`config.mk`:
```
export PLATFORM = sky130hd
export DESIGN_NAME = spi_frame_monitor
export DESIGN_NICKNAME = d
export VERILOG_FILES = /design/src/rtl/spi_mon_pkg.sv /design/src/rtl/spi_pin_sync.sv /design/src/rtl/spi_byte_assembler.sv /design/src/rtl/spi_frame_decoder.sv /design/src/rtl/spi_bank_tracker.sv /design/src/rtl/spi_frame_monitor.sv
export SDC_FILE = /design/constraint.sdc
export NUM_CORES = 1
export LEC_CHECK = 0
export BUFFER_PORTS_ARGS = -buffer_cell sky130_fd_sc_hd__buf_2
export CAP_MARGIN = 20
export CORE_ASPECT_RATIO = 1.75
export CORE_MARGIN = 10
export CORE_UTILIZATION = 55
export DETAILED_ROUTE_END_ITERATION = 12
export HOLD_SLACK_MARGIN = 0.03
export PLACE_DENSITY = 0.75
export SLEW_MARGIN = 20
export SYNTH_ARGS = -nofsm -noshare
export SYNTH_HDL_FRONTEND = slang
export SYNTH_HIERARCHICAL = 1
export SYNTH_SLANG_ARGS = --single-unit
```
`constraint.sdc`:
```
create_clock -name clk -period 3 [get_ports clk]
set_clock_uncertainty 0.2 [all_clocks]
set_input_delay 0.45 -clock clk [delete_from_list [all_inputs] [get_ports clk]]
set_output_delay 0.45 -clock clk [all_outputs]
set_load 0.02 [all_outputs]
```
`src/rtl/spi_mon_pkg.sv`:
```
// Package: shared command codes, error bit positions and protocol constants
// for the SPI command frame monitor.
package spi_mon_pkg;

    typedef enum logic [2:0] {
        OP_RD_REG  = 3'd0,
        OP_RD_BUF  = 3'd1,
        OP_WR_REG  = 3'd2,
        OP_WR_BUF  = 3'd3,
        OP_BIT_SET = 3'd4,
        OP_BIT_CLR = 3'd5,
        OP_UNUSED  = 3'd6,
        OP_SYS_RST = 3'd7
    } op_e;

    localparam int ERR_W       = 4;
    localparam int ERR_OPCODE  = 0;
    localparam int ERR_LENGTH  = 1;
    localparam int ERR_HEADER  = 2;
    localparam int ERR_BANK    = 3;

    localparam int BANK_W      = 2;
    localparam int ADDR_W      = 5;
    localparam int NUM_BANKS   = 1 << BANK_W;
    localparam int REGS_PER_BK = 1 << ADDR_W;

    localparam logic [ADDR_W-1:0] BANK_SEL_ADDR = 5'h1F;
    localparam logic [7:0]        RD_BUF_HDR    = 8'h3A;
    localparam logic [7:0]        WR_BUF_HDR    = 8'h7A;

endpackage

```
`src/rtl/spi_pin_sync.sv`:
```
// Module: spi_pin_sync
// Brings the four bus pins into the system clock domain through a chain of
// STAGES flops and derives the edge pulses of chip-select and serial clock.
// Assumes the system clock is several times faster than the serial clock, so
// that every serial clock level lasts at least two system clocks.
module spi_pin_sync #(
    parameter int STAGES = 2
) (
    input  logic clk,
    input  logic rst_n,
    input  logic cs_n,
    input  logic sclk,
    input  logic mosi,
    input  logic miso,
    output logic cs_fall,
    output logic cs_rise,
    output logic sclk_rise,
    output logic mosi_s,
    output logic miso_s
);
    localparam int PINS = 4;
    // Idle levels: chip-select high, everything else low.
    localparam logic [PINS-1:0] IDLE = 4'b1000;

    logic [PINS-1:0] chain [STAGES];
    logic [PINS-1:0] last_q;

    // First stage: capture the raw pins.
    always_ff @(posedge clk) begin
        if (!rst_n) chain[0] <= IDLE;
        else        chain[0] <= {cs_n, sclk, mosi, miso};
    end

    // Remaining stages: shift through the synchronizer.
    for (genvar s = 1; s < STAGES; s++) begin : g_stage
        always_ff @(posedge clk) begin
            if (!rst_n) chain[s] <= IDLE;
            else        chain[s] <= chain[s-1];
        end
    end

    // Edge detector history: the synchronized value one clock earlier.
    always_ff @(posedge clk) begin
        if (!rst_n) last_q <= IDLE;
        else        last_q <= chain[STAGES-1];
    end

    assign cs_fall   = !chain[STAGES-1][3] &&  last_q[3];
    assign cs_rise   =  chain[STAGES-1][3] && !last_q[3];
    assign sclk_rise =  chain[STAGES-1][2] && !last_q[2];
    assign mosi_s    =  chain[STAGES-1][1];
    assign miso_s    =  chain[STAGES-1][0];

endmodule

```
`src/rtl/spi_byte_assembler.sv`:
```
// Module: spi_byte_assembler
// Shifts MOSI and MISO in, most significant bit first, on each serial clock
// rising edge inside a frame. It counts complete bytes and keeps only what the
// decoder needs: the first MOSI byte, the low two bits of the second MOSI
// byte and the MISO byte of the last complete byte.
// Assumes a chip-select edge and a serial clock rising edge never land on the
// same system clock.
module spi_byte_assembler #(
    parameter int LEN_W = 8
) (
    input  logic             clk,
    input  logic             rst_n,
    input  logic             cs_fall,
    input  logic             cs_rise,
    input  logic             sclk_rise,
    input  logic             mosi_s,
    input  logic             miso_s,
    output logic             frame_done,
    output logic [LEN_W-1:0] byte_cnt,
    output logic [7:0]       first_byte,
    output logic [1:0]       sel_bits,
    output logic [7:0]       last_miso
);
    localparam logic [LEN_W-1:0] CNT_MAX = {LEN_W{1'b1}};

    logic       active;
    logic [2:0] bit_cnt;
    logic [6:0] sh_mosi;
    logic [6:0] sh_miso;
    logic       byte_end;

    assign byte_end   = active && sclk_rise && (bit_cnt == 3'd7);
    assign frame_done = active && cs_rise;

    // Frame window and bit position.
    always_ff @(posedge clk) begin
        if (!rst_n) begin
            active  <= 1'b0;
            bit_cnt <= '0;
        end else if (cs_fall) begin
            active  <= 1'b1;
            bit_cnt <= '0;
        end else if (cs_rise) begin
            active  <= 1'b0;
        end else if (active && sclk_rise) begin
            bit_cnt <= bit_cnt + 3'd1;
        end
    end

    // Shift registers for the bits of the byte in progress.
    always_ff @(posedge clk) begin
        if (!rst_n) begin
            sh_mosi <= '0;
            sh_miso <= '0;
        end else if (active && sclk_rise) begin
            sh_mosi <= {sh_mosi[5:0], mosi_s};
            sh_miso <= {sh_miso[5:0], miso_s};
        end
    end

    // Saturating count of complete bytes in the current frame.
    always_ff @(posedge clk) begin
        if (!rst_n || cs_fall) byte_cnt <= '0;
        else if (byte_end && byte_cnt != CNT_MAX) byte_cnt <= byte_cnt + 1'b1;
    end

    // Capture of the decoder fields at byte boundaries.
    always_ff @(posedge clk) begin
        if (!rst_n) begin
            first_byte <= '0;
            sel_bits   <= '0;
            last_miso  <= '0;
        end else if (byte_end) begin
            if (byte_cnt == '0)                first_byte <= {sh_mosi, mosi_s};
            if (byte_cnt == LEN_W'(1))         sel_bits   <= {sh_mosi[0], mosi_s};
            last_miso <= {sh_miso, miso_s};
        end
    end

endmodule

```
`src/rtl/spi_frame_decoder.sv`:
```
// Module: spi_frame_decoder
// Purely combinational judgement of a finished frame: the command code, the
// register address, the MAC/MII class from a per-bank lookup, the four error
// flags and the bank update request. It uses the bank as it stood before the
// frame.
module spi_frame_decoder
    import spi_mon_pkg::*;
#(
    parameter int LEN_W = 8,
    parameter logic [NUM_BANKS*REGS_PER_BK-1:0] MAC_MAP = '0
) (
    input  logic [7:0]        first_byte,
    input  logic [LEN_W-1:0]  byte_cnt,
    input  logic [BANK_W-1:0] bank,
    input  logic [BANK_W-1:0] known,
    output op_e               op,
    output logic [ADDR_W-1:0] addr,
    output logic [ERR_W-1:0]  err,
    output logic              mac,
    output logic              upd_load,
    output logic              upd_set,
    output logic              upd_clr,
    output logic              upd_zero
);
    logic bank_full;
    logic is_reg;
    logic mac_hit;
    logic len_bad;
    logic to_sel;
    logic [NUM_BANKS-1:0] bank_hit;

    assign op        = op_e'(first_byte[7:5]);
    assign addr      = first_byte[ADDR_W-1:0];
    assign bank_full = &known;
    assign is_reg    = (op == OP_RD_REG) || (op == OP_WR_REG) ||
                       (op == OP_BIT_SET) || (op == OP_BIT_CLR);

    // One lookup slice per bank, each answering for the current address.
    for (genvar b = 0; b < NUM_BANKS; b++) begin : g_bank_lut
        assign bank_hit[b] = MAC_MAP[b*REGS_PER_BK + int'(addr)];
    end

    assign mac_hit = bank_full && bank_hit[bank];
    assign mac     = is_reg && mac_hit;

    // Length rule per command code.
    always_comb begin
        len_bad = 1'b0;
        unique case (op)
            OP_RD_REG: begin
                if (bank_full)
                    len_bad = mac_hit ? (byte_cnt != LEN_W'(3))
                                      : (byte_cnt != LEN_W'(2));
                else
                    len_bad = (byte_cnt != LEN_W'(2)) && (byte_cnt != LEN_W'(3));
            end
            OP_WR_REG, OP_BIT_SET, OP_BIT_CLR: len_bad = (byte_cnt != LEN_W'(2));
            OP_SYS_RST: len_bad = (byte_cnt != LEN_W'(1));
            default:    len_bad = 1'b0;
        endcase
    end

    // Error flag vector.
    always_comb begin
        err             = '0;
        err[ERR_OPCODE] = (op == OP_UNUSED);
        err[ERR_LENGTH] = len_bad;
        err[ERR_HEADER] = ((op == OP_RD_BUF) && (first_byte != RD_BUF_HDR)) ||
                          ((op == OP_WR_BUF) && (first_byte != WR_BUF_HDR));
        err[ERR_BANK]   = is_reg && !bank_full;
    end

    // Bank update requests, only from frames of valid length.
    assign to_sel   = (addr == BANK_SEL_ADDR) && !len_bad;
    assign upd_load = to_sel && (op == OP_WR_REG);
    assign upd_set  = to_sel && (op == OP_BIT_SET);
    assign upd_clr  = to_sel && (op == OP_BIT_CLR);
    assign upd_zero = !len_bad && (op == OP_SYS_RST);

endmodule

```
`src/rtl/spi_bank_tracker.sv`:
```
// Module: spi_bank_tracker
// Holds the monitor's copy of the peripheral's register bank and a known flag
// per bank bit. Updates only in the cycle a frame is accepted.
module spi_bank_tracker
    import spi_mon_pkg::*;
(
    input  logic              clk,
    input  logic              rst_n,
    input  logic              apply,
    input  logic              upd_load,
    input  logic              upd_set,
    input  logic              upd_clr,
    input  logic              upd_zero,
    input  logic [BANK_W-1:0] operand,
    output logic [BANK_W-1:0] bank,
    output logic [BANK_W-1:0] known
);
    // Bank state: starts unknown, changes only on accepted frames.
    always_ff @(posedge clk) begin
        if (!rst_n) begin
            bank  <= '0;
            known <= '0;
        end else if (apply) begin
            if (upd_zero) begin
                bank  <= '0;
                known <= '1;
            end else if (upd_load) begin
                bank  <= operand;
                known <= '1;
            end else if (upd_set) begin
                bank  <= bank | operand;
                known <= known | operand;
            end else if (upd_clr) begin
                bank  <= bank & ~operand;
                known <= known | operand;
            end
        end
    end

endmodule

```
`src/rtl/spi_frame_monitor.sv`:
```
// Module: spi_frame_monitor (top)
// Passive monitor of an SPI command protocol. It synchronizes the bus pins,
// assembles frames into bytes, judges each finished frame and reports it on a
// one-cycle strobe, while tracking the peripheral's register bank.
// Assumes SPI mode 0, MSB first, and a system clock at least four times the
// serial clock.
module spi_frame_monitor
    import spi_mon_pkg::*;
#(
    parameter int LEN_W       = 8,
    parameter int SYNC_STAGES = 2,
    parameter logic [NUM_BANKS*REGS_PER_BK-1:0] MAC_MAP =
        {32'h0000_043F, 32'h03D4_0FDD, 32'h0000_0000, 32'h0000_0000}
) (
    input  logic              clk,
    input  logic              rst_n,
    input  logic              spi_cs_n,
    input  logic              spi_sclk,
    input  logic              spi_mosi,
    input  logic              spi_miso,
    output logic              res_valid_o,
    output logic [2:0]        res_cmd_o,
    output logic [4:0]        res_addr_o,
    output logic [LEN_W-1:0]  res_len_o,
    output logic [3:0]        res_err_o,
    output logic              res_mac_o,
    output logic [7:0]        res_rdata_o,
    output logic [1:0]        bank_o,
    output logic [1:0]        bank_known_o
);
    logic              cs_fall, cs_rise, sclk_rise, mosi_s, miso_s;
    logic              frame_done;
    logic [LEN_W-1:0]  byte_cnt;
    logic [7:0]        first_byte;
    logic [1:0]        sel_bits;
    logic [7:0]        last_miso;
    op_e               dec_op;
    logic [ADDR_W-1:0] dec_addr;
    logic [ERR_W-1:0]  dec_err;
    logic              dec_mac;
    logic              upd_load, upd_set, upd_clr, upd_zero;
    logic              accept;
    logic [BANK_W-1:0] bank_q, known_q;

    spi_pin_sync #(.STAGES(SYNC_STAGES)) u_sync (
        .clk       (clk),
        .rst_n     (rst_n),
        .cs_n      (spi_cs_n),
        .sclk      (spi_sclk),
        .mosi      (spi_mosi),
        .miso      (spi_miso),
        .cs_fall   (cs_fall),
        .cs_rise   (cs_rise),
        .sclk_rise (sclk_rise),
        .mosi_s    (mosi_s),
        .miso_s    (miso_s)
    );

    spi_byte_assembler #(.LEN_W(LEN_W)) u_asm (
        .clk        (clk),
        .rst_n      (rst_n),
        .cs_fall    (cs_fall),
        .cs_rise    (cs_rise),
        .sclk_rise  (sclk_rise),
        .mosi_s     (mosi_s),
        .miso_s     (miso_s),
        .frame_done (frame_done),
        .byte_cnt   (byte_cnt),
        .first_byte (first_byte),
        .sel_bits   (sel_bits),
        .last_miso  (last_miso)
    );

    spi_frame_decoder #(.LEN_W(LEN_W), .MAC_MAP(MAC_MAP)) u_dec (
        .first_byte (first_byte),
        .byte_cnt   (byte_cnt),
        .bank       (bank_q),
        .known      (known_q),
        .op         (dec_op),
        .addr       (dec_addr),
        .err        (dec_err),
        .mac        (dec_mac),
        .upd_load   (upd_load),
        .upd_set    (upd_set),
        .upd_clr    (upd_clr),
        .upd_zero   (upd_zero)
    );

    // Frames with no complete byte are dropped without a report.
    assign accept = frame_done && (byte_cnt != '0);

    spi_bank_tracker u_bank (
        .clk      (clk),
        .rst_n    (rst_n),
        .apply    (accept),
        .upd_load (upd_load),
        .upd_set  (upd_set),
        .upd_clr  (upd_clr),
        .upd_zero (upd_zero),
        .operand  (sel_bits),
        .bank     (bank_q),
        .known    (known_q)
    );

    // Result strobe: high for the single cycle after a frame is accepted.
    always_ff @(posedge clk) begin
        if (!rst_n) res_valid_o <= 1'b0;
        else        res_valid_o <= accept;
    end

    // Result fields: held from one accepted frame to the next.
    always_ff @(posedge clk) begin
        if (!rst_n) begin
            res_cmd_o   <= '0;
            res_addr_o  <= '0;
            res_len_o   <= '0;
            res_err_o   <= '0;
            res_mac_o   <= 1'b0;
            res_rdata_o <= '0;
        end else if (accept) begin
            res_cmd_o   <= dec_op;
            res_addr_o  <= dec_addr;
            res_len_o   <= byte_cnt;
            res_err_o   <= dec_err;
            res_mac_o   <= dec_mac;
            res_rdata_o <= last_miso;
        end
    end

    assign bank_o       = bank_q;
    assign bank_known_o = known_q;

endmodule

```
==> reports/qor.yml, run 1 <==
status: "complete, no violations"
min_path_type: "input port to flop"
clock_latency_ps: 340
yosys.area_share.simple: 0.2513
grt_pass1_vias: 2941
arrival_ps: 2710
grt_overflow: 0
drive_above_1_share: 0.1814
required_ps: 3010
irDropWorstVdd_v: 0.0003416
grt_setup_unrepaired: "false"
initial_core_util: 0.5703
syn_area_per_cell_um2: 8.931
cts-buffers-inserted: 9
start_kind: "flop"
synth_xor_area_frac: 0.008895
syn_nets: 452
async_flop_share: 0
hold_violations: 0
core_um2: 6907
h-tree-depth: 3
netlist_top_cells_count: "nand2_1 (106), dfxtp_1 (88), mux2i_1 (30)"
tns_ps: 0
period_share: 0.9004
final_cells: 558
port_buffers: 39
synth-adder-area-share: 0.01588
num_rows: 40
synth_cell_types: 54
synth.area.top_cells: "dfxtp_1 (45%), nand2_1 (10%), mux2i_1 (7.6%)"
fmax_ghz: 0.3702
die_h_um: 132.0
grt_max_degree: 37
grtUsageTotal: 0.1452
worst-slew-pin-transition_ps: 770.7
syn_inst: 441
gp_congestion: 0.8421
p_per_area_nw_per_um2: 513.8
clkSinkCount: 88
postCtsSetupRepairBufs: 0
cts_tree: "built"
firstDrtPassIters: 4
via_per_inst: 5.513
synth-compound-area-share: 0.1496
synth_top_family_by_area: "simple AND/OR/NAND/NOR gates"
synth.most_common_cell: "nand2_1"
final-setup-viol-count: 0
wl_per_cell_um: 14.29
io_pins: 40
die_x_um: 83.97
num_vias: 3076
p_leak_nw: 1.605
yosys.area.top_type_share: 0.4473
ant_nets: 0
nets: 481
n_antenna_cell: 0
design_power_total_mw: 2.252
ys_ff_latch: 88
end_kind: "flop"
wl_um: 7975
hpwl_um: 5608
cap_violations: 0
holdBufCountCts: 0
synthMuxAreaShare: 0.07624
cts_resized: 0
cts_root_buf: "clkbuf_16"
grt_pass1_wl_um: 13670
slew_violations: 0
drc_errors: 0
cts.reportedPaths.clkPinSlew_ps: 60
synth_ff_type: "dfxtp_1"
relSlewSlack: 0.4859
dp.cells: 543
crit_fanout: 10
fp.dieArea_um2: 11080
antenna_found_initial: 0
mappedNetlistArea_um2: 3939
criticalPathCategory: "flop to flop"
drt_iter0_drc: 260
synth-seq-area-share: 0.4473
ys_warn_count: 6
finalCriticalPeriod_ps: 2701
syn_to_final_growth_pct: 11.31
clockBufferDepth: 2
synth_edf_count: 0
holdWs_ps: 96.36
synth_area_leader_cell: "dfxtp_1"
==> path summary, 6_finish.rpt <==
check	from	cells past startpoint	to	slack (ps)
worst max-delay path	u_asm/first_byte[6]	8	u_bank/bank[1]	300
worst max register to register	u_asm/first_byte[6]	8	u_bank/bank[1]	300
worst min register to register	u_sync/chain[0][3]	1	u_sync/chain[1][3]	210
worst min-delay path	spi_cs_n	2	u_sync/chain[0][3]	100
==> kinds of logic (layout without fill, tap and decap cells) <==
family / count (synthesis) / count (layout)
and+or+nand+nor: 200 / 200
DFF: 88 / 88
AOI/OAI and AO/OA: 79 / 79
buffers and inverters: 35 / 68
muxes: 30 / 30
adders and majority gates: 5 / 5
xor gates and xnor gates: 4 / 4
==> cell usage in the layout (no fill, tap or decap), types with 3 or more instances in the layout <==
master and instances:
nor2b_1 6, and2_1 9, nand4_1 4, o21ai_0 7, nor3_1 7, xnor2_1 4
ha_1 5, nand2b_1 6, nand3_1 24, buf_4 10, dfxtp_1 88, and3_1 3
clkbuf_16 9, a21oi_1 11, o21ai_1 3, o21ai_2 8, a21boi_0 29, clkinv_2 3
a21boi_1 3, inv_1 4, mux2i_1 30, nor2_1 16, buf_2 39, nand2_1 106
==> cell type report <==
type | instances | area, um2
Timing Repair Buffer | 49 | 270.3
Fill cell | 596 | 2522
Tap cell | 84 | 105.1
Multi-Input combinational cell | 318 | 1977
Clock inverter | 4 | 22.52
Inverter | 4 | 15.01
Clock buffer | 11 | 232.7
Sequential cell | 88 | 1762
==> critical path, stage by stage (launching register included) <==
cell	delay, ps
dfxtp_1	510
nand3_1	170
nor2_2	130
a21oi_1	60
or3_4	400
nor4_1	550
o21ai_0	170
a21boi_0	260
o21ai_0	130
==> metrics by stage <==
stage / util / setup WS, ps / instance area [um2]
floorplan: - / 452.2 / 3939
global placement: 0.5978 / 537.9 / 4129
detailed placement: 0.5978 / 402.5 / 4129
CTS: 0.6348 / 383.5 / 4384
global route: 0.6348 / 97.61 / 4384
finish: 0.6348 / 298.7 / 4384
==> sequential cells by signal (all words and copies together) (netlist names), 7 cells and up <==
register          flops
u_asm/sh_mosi         7
res_len_o             8
res_rdata_o           8
u_asm/sh_miso         7
u_sync/chain          8
u_asm/first_byte      8
u_asm/last_miso       8
u_asm/byte_cnt        8
==> per-layer routing <==
layer	global-route usage	vias to the layer above	share of wire	wire length (um)
met2	0.2434	60	0.51	4036
met4	0.07477	0	0.023	187
met3	0.03775	18	0.038	304
met1	0.1634	1429	0.43	3446
met5	0	-	0	0
li1	-	1569	-	-
==> power breakdown <==
group / switching [mW] / leakage (nW) / internal (mW)
combinational: 0.0492 / 0.769 / 0.0293
clock: 0.428 / 0.125 / 0.552
sequential: 0.00898 / 0.711 / 1.18
total: 0.487 / 1.61 / 1.77
No activity file was read; power rests on OpenSTA's default activity.
==> run 2, diff against run 1 <==
--- a/config.mk
+++ b/config.mk
@@ -13,7 +13,8 @@
 export DETAILED_ROUTE_END_ITERATION = 12
 export HOLD_SLACK_MARGIN = 0.03
 export PLACE_DENSITY = 0.75
-export SLEW_MARGIN = 20
+export SETUP_SLACK_MARGIN = 0.4
+export SLEW_MARGIN = 25
 export SYNTH_ARGS = -nofsm -noshare
 export SYNTH_HDL_FRONTEND = slang
 export SYNTH_HIERARCHICAL = 1
==> run 2 against run 1 <==
  * Global-route usage grew 0.075 points
  * Routed wire length up 0.65%
  * Power barely moved
  * Critical endpoint unchanged
  * Clock power is essentially flat
  * Cell count unchanged
  * Sequential share of layout area shrank 0.069 points
  * Maximum frequency rose by 8.8%
  * Sequential cell count unchanged
  * Combinational power is essentially flat
  * Sequential power about the same
  * Setup slack better by 220 ps
  * Critical path depth increased by 1
==> reports/qor.yml, run 2 (synthesis results as in run 1) <==
antenna_found_initial: 0
io_pins: 40
relSlewSlack: 0.4881
grt_setup_unrepaired: "false"
ant_nets: 0
cts_tree: "built"
via_per_inst: 5.509
arrival_ps: 2500
drt_iter0_drc: 266
fmax_ghz: 0.4026
dpl_cell_area_um2: 4129
clkSinkCount: 88
wl_um: 8027
end_kind: "flop"
criticalPathCategory: "flop to flop"
clock_latency_ps: 340
cap_violations: 0
final_common_cell: "nand2_1"
clockBufferDepth: 2
syn_to_final_growth_pct: 11.66
dp.cells: 543
tns_ps: 0
gp_congestion: 0.8421
path_cells: "nand3_1 -> nor2_2 -> a21oi_1 -> or3_4 -> nor4_1 -> buf_4 -> o21ai_0 -> a21boi_0 -> o21ai_0"
core_um2: 6907
worst-slew-pin-transition_ps: 767.4
path_buf_inv: 1
crit_fanout: 10
num_rows: 40
die_h_um: 132.0
min_path_type: "input port to flop"
die_x_um: 83.97
required_ps: 3010
status: "complete, no violations"
use_met3: 0.03713
n_antenna_cell: 0
fp.dieArea_um2: 11080
busiest_layer: "met2"
final_cells: 558
grt_overflow: 0
slew_violations: 0
cts_root_buf: "clkbuf_16"
drive_above_1_share: 0.1899
period_share: 0.8279
grt_pass1_vias: 2942
grtUsageMet2: 0.2451
start_kind: "flop"
drc_errors: 0
initial_core_util: 0.5703
irDropWorstVdd_v: 0.0003423
p_leak_nw: 1.607
wl_per_cell_um: 14.39
final_area_um2: 4398
final_cell_mix: "nand2_1 (106), dfxtp_1 (86), buf_2 (39)"
hold_violations: 0
gr-usage-met1: 0.1652
grtUsageTotal: 0.1460
cts.reportedPaths.clkPinSlew_ps: 60
firstDrtPassIters: 4
crit_top_cell: "o21ai_0"
port_buffers: 39
p_per_area_nw_per_um2: 512.2
cts-buffers-inserted: 9
h-tree-depth: 3
grt_pass1_wl_um: 13740
crit_path_max_incr_delay_ps: 430
num_vias: 3074
nets: 481
grt_max_degree: 37
cp_top_family: "simple AND/OR/NAND/NOR gates"
critPathSlowestCell: "dfxtp_2"
final-setup-viol-count: 0
hpwl_um: 5608
holdBufCountCts: 0
holdWs_ps: 95.92
finalCriticalPeriod_ps: 2484
## run 2: metrics by stage
stage	power [mW]	worst slack, ps	util
2_1_floorplan	1.271	452.2	-
3_3_place_gp	1.296	537.9	0.5978
3_5_place_dp	1.299	402.5	0.5978
4_1_cts	2.282	414.0	0.6357
5_1_grt	2.335	408.6	0.6368
6_report	2.253	516.2	0.6368
## run 2: power breakdown
group	total, mW	internal, mW	switching [mW]
Sequential	1.19	1.18	0.00901
Clock	0.980	0.552	0.428
Combinational	0.0785	0.0293	0.0493
Total	2.25	1.77	0.487
## run 2: routing by layer
metal  vias up  part of all wire
li1       1569                 -
met1      1431              0.43
met2        60              0.51
met3        14             0.039
met4         0             0.019
met5         -                 0
## run 2: repair_timing
action,4_1_cts,5_1_grt
setup buffers,0,0
gates resized for setup,1,3
pin swaps,0,0
endpoints found under the setup margin,1,4
## run 2: final timing paths
kind                       start            endpoint  slack, ps  depth (start not counted)
max          u_asm/first_byte[6]      u_bank/bank[1]        520                          9
min                     spi_cs_n  u_sync/chain[0][3]        100                          2
max reg2reg  u_asm/first_byte[6]      u_bank/bank[1]        520                          9
min reg2reg   u_sync/chain[0][3]  u_sync/chain[1][3]        210                          1
## run 2: final cells by class
type                            count  area [um2]
Inverter                            4       15.01
Tap cell                           84       105.1
Fill cell                         593        2509
Timing Repair Buffer               49       270.3
Clock inverter                      4       22.52
Sequential cell                    88        1764
Multi-Input combinational cell    318        1988
Clock buffer                       11       232.7
==> run 3, diff against run 2 <==
--- a/config.mk
+++ b/config.mk
@@ -5,14 +5,15 @@
 export SDC_FILE = /design/constraint.sdc
 export NUM_CORES = 1
 export LEC_CHECK = 0
+export ABC_AREA = 1
 export BUFFER_PORTS_ARGS = -buffer_cell sky130_fd_sc_hd__buf_2
 export CAP_MARGIN = 20
 export CORE_ASPECT_RATIO = 1.75
 export CORE_MARGIN = 10
-export CORE_UTILIZATION = 55
+export CORE_UTILIZATION = 53
 export DETAILED_ROUTE_END_ITERATION = 12
 export HOLD_SLACK_MARGIN = 0.03
-export PLACE_DENSITY = 0.75
+export PLACE_DENSITY = 0.76
 export SETUP_SLACK_MARGIN = 0.4
 export SLEW_MARGIN = 25
 export SYNTH_ARGS = -nofsm -noshare
==> constraint.sdc (replaced) <==
create_clock -name clk -period 2 [get_ports clk]
set_clock_uncertainty 0.2 [all_clocks]
set_input_delay 0.3 -clock clk [delete_from_list [all_inputs] [get_ports clk]]
set_output_delay 0.3 -clock clk [all_outputs]
set_load 0.02 [all_outputs]
==> run 3 against run 2 <==
  * The run now ends with negative setup slack left
  * Maximum frequency up 14%
  * Final area rose by 27%
  * Sequential power increased by 49%
  * First-iteration DRC count is 13% higher
  * Cell count is 35% higher
  * Routed wire length is 41% higher
  * Critical path type unchanged
==> reports/qor.yml, run 3 <==
status: "finished, violations left"
violations: "negative setup slack"
mappedNetlistArea_um2: 4093
p_leak_nw: 2.409
grtUsageTotal: 0.1670
nets: 673
cts_root_buf: "clkbuf_16"
clkSinkCount: 88
fp.dieArea_um2: 11780
crit_fanout: 3
power.share.sequential: 0.475
synth-adder-area-share: 0.01529
grt_max_degree: 36
criticalPathCategory: "flop to flop"
wl_per_cell_um: 14.99
syn_nets: 600
netlist_top_cells_count: "nor2_1 (125), nand2_1 (123), dfxtp_1 (88)"
crit_path_max_incr_delay_ps: 350
cap_violations: 0
synth.area.top_cells: "dfxtp_1 (43%), nor2_1 (11%), nand2_1 (11%)"
final_area_um2: 5590
path_buf_inv: 1
synth.most_common_cell: "nor2_1"
tns_ps: -534.1
arrival_ps: 2260
n_antenna_cell: 0
path_cells: "nor2_2 -> inv_1 -> nor4_1 -> o21a_1 -> nand3_4 -> nor2_4 -> nor2_4 -> a21oi_2 -> nand3_1 -> a21oi_2"
die_h_um: 136.2
syn_area_per_cell_um2: 6.949
yosys.area_share.simple: 0.3611
intPower_mw: 2.962
cts.reportedPaths.clkPinSlew_ps: 60
fmax_ghz: 0.4585
switching_power_mw: 0.7626
ant_nets: 0
synth_edf_count: 0
required_ps: 2070
io_pins: 40
dpl_cell_area_um2: 4403
critPathSlowestCell: "nor4_1"
fillers: 500
slew_violations: 0
syn_inst: 589
cp_top_family: "simple AND/OR/NAND/NOR gates"
num_vias: 4041
final_common_cell: "nand2_1"
grt_pass1_vias: 3725
hpwl_um: 6631
relSlewSlack: 0.6607
yosys.area.top_type_share: 0.4304
drive_above_1_share: 0.3724
ys_ff_latch: 88
p_per_area_nw_per_um2: 666.3
grt_setup_unrepaired: "true"
synthMuxAreaShare: 0
num_rows: 42
synth_ff_type: "dfxtp_1"
synth-compound-area-share: 0.07245
comb_power_share: 0.031
synth_top_family_by_area: "simple AND/OR/NAND/NOR gates"
worst-slew-pin-transition_ps: 504.3
synth_cell_types: 31
final_cell_mix: "nand2_1 (97), nor2_1 (83), dfxtp_1 (74)"
final-setup-viol-count: 4
hold_violations: 0
h-tree-depth: 3
irDropWorstVdd_v: 0.0005716
firstDrtPassIters: 6
start_kind: "flop"
via_per_inst: 5.359
gp_congestion: 0.9242
end_kind: "flop"
initial_core_util: 0.5408
core_um2: 7567
switching_share: 0.2047
synth_xor_area_frac: 0
finalCriticalPeriod_ps: 2181
synth-seq-area-share: 0.4304
cts_tree: "built"
drt_iter0_drc: 301
p_clk_frac: 0.494
grt_pass1_wl_um: 16210
period_share: 1.090
wl_um: 11310
die_x_um: 86.43
syn_to_final_growth_pct: 36.59
cts-buffers-inserted: 9
ys_warn_count: 6
clockBufferDepth: 2
grt_overflow: 0
antenna_found_initial: 0
port_buffers: 39
clock_latency_ps: 350
async_flop_share: 0
min_path_type: "input port to flop"
setup_slack_ps: -180.9
synth_area_leader_cell: "dfxtp_1"
drc_errors: 0
## run 3: cell count changes in the layout (fill, tap and decap cells not counted), sizes merged, moves of 23 or more
cell,delta
buf,+37
nor2,+123
nand3,+23
mux2i,-30
a21boi,-32
inv,+77
## run 3: power by group through the flow
stage	Clock, mW	Combinational (mW)	Sequential [mW]
2_1_floorplan	0	0.0696	1.81
3_3_place_gp	0	0.0895	1.81
3_5_place_dp	0	0.0919	1.81
4_1_cts	1.86	0.101	1.77
5_1_grt	1.93	0.127	1.77
6_report	1.84	0.114	1.77
## run 3: area by class of cell
type,count,area [um2],share of cell area
multi-input combinational,390,2321,0.4152
sequential,88,1787,0.3196
timing repair buffer,91,726.9,0.1300
inverter,82,315.3,0.05640
clock buffer,11,252.7,0.04521
tap,88,110.1,0.01970
clock inverter,4,77.57,0.01388
## run 3: cell families (layout without fill, tap and decap cells)
family	count (synthesis)	count (layout)
compound gates	55	55
fa+ha+maj	5	5
buf+inv	111	188
flops	88	88
simple gates	330	330
## run 3: worst min-delay path, cell delays in order
cell and delay, ps:
buf_2 110, clkinv_1 90, nor2_4 80, nand2_1 70, nor2_1 40
## run 3: through the flow
stage / std cells / worst slack, ps / total power [mW] / hold slack [ps] / utilization
finish: 754 / -180.9 / 3.725 / 181.7 / 0.7388
global placement: 710 / 107.6 / 1.901 / 184.4 / 0.5818
floorplan: 589 / 192.4 / 1.880 / 179.5 / -
detailed placement: 710 / -1.107 / 1.904 / 194.5 / 0.5818
global route: 754 / -271.5 / 3.829 / 191.3 / 0.7388
CTS: 738 / 25.33 / 3.737 / 144.4 / 0.6635
## run 3: worst paths after layout
path                 startpoint                 end  slack, ps  cells past startpoint
max           u_asm/byte_cnt[2]      u_bank/bank[0]       -180                     10
min                       rst_n   u_asm/byte_cnt[5]        180                      5
max reg2reg   u_asm/byte_cnt[2]      u_bank/bank[0]       -180                     10
min reg2reg  u_sync/chain[0][3]  u_sync/chain[1][3]        210                      2
## run 3: per-layer routing
metal | vias up | GRT usage | wire, um
li1 | 1950 | - | -
met1 | 1911 | 0.1591 | 4073
met2 | 127 | 0.3040 | 6034
met3 | 53 | 0.04494 | 572
met4 | 0 | 0.1040 | 625
met5 | - | 0 | 0
## run 3: timing repair
| action | in CTS | in global routing |
|---|---|---|
| hold buffers | 4 | 0 |
| hold endpoints to repair | 4 | 0 |
| endpoints found under the setup margin | 53 | 61 |
| pin swaps | 17 | 37 |
| buffers inserted | 8 | 14 |
| gates resized for setup | 46 | 125 |
| cloned | 1 | 2 |
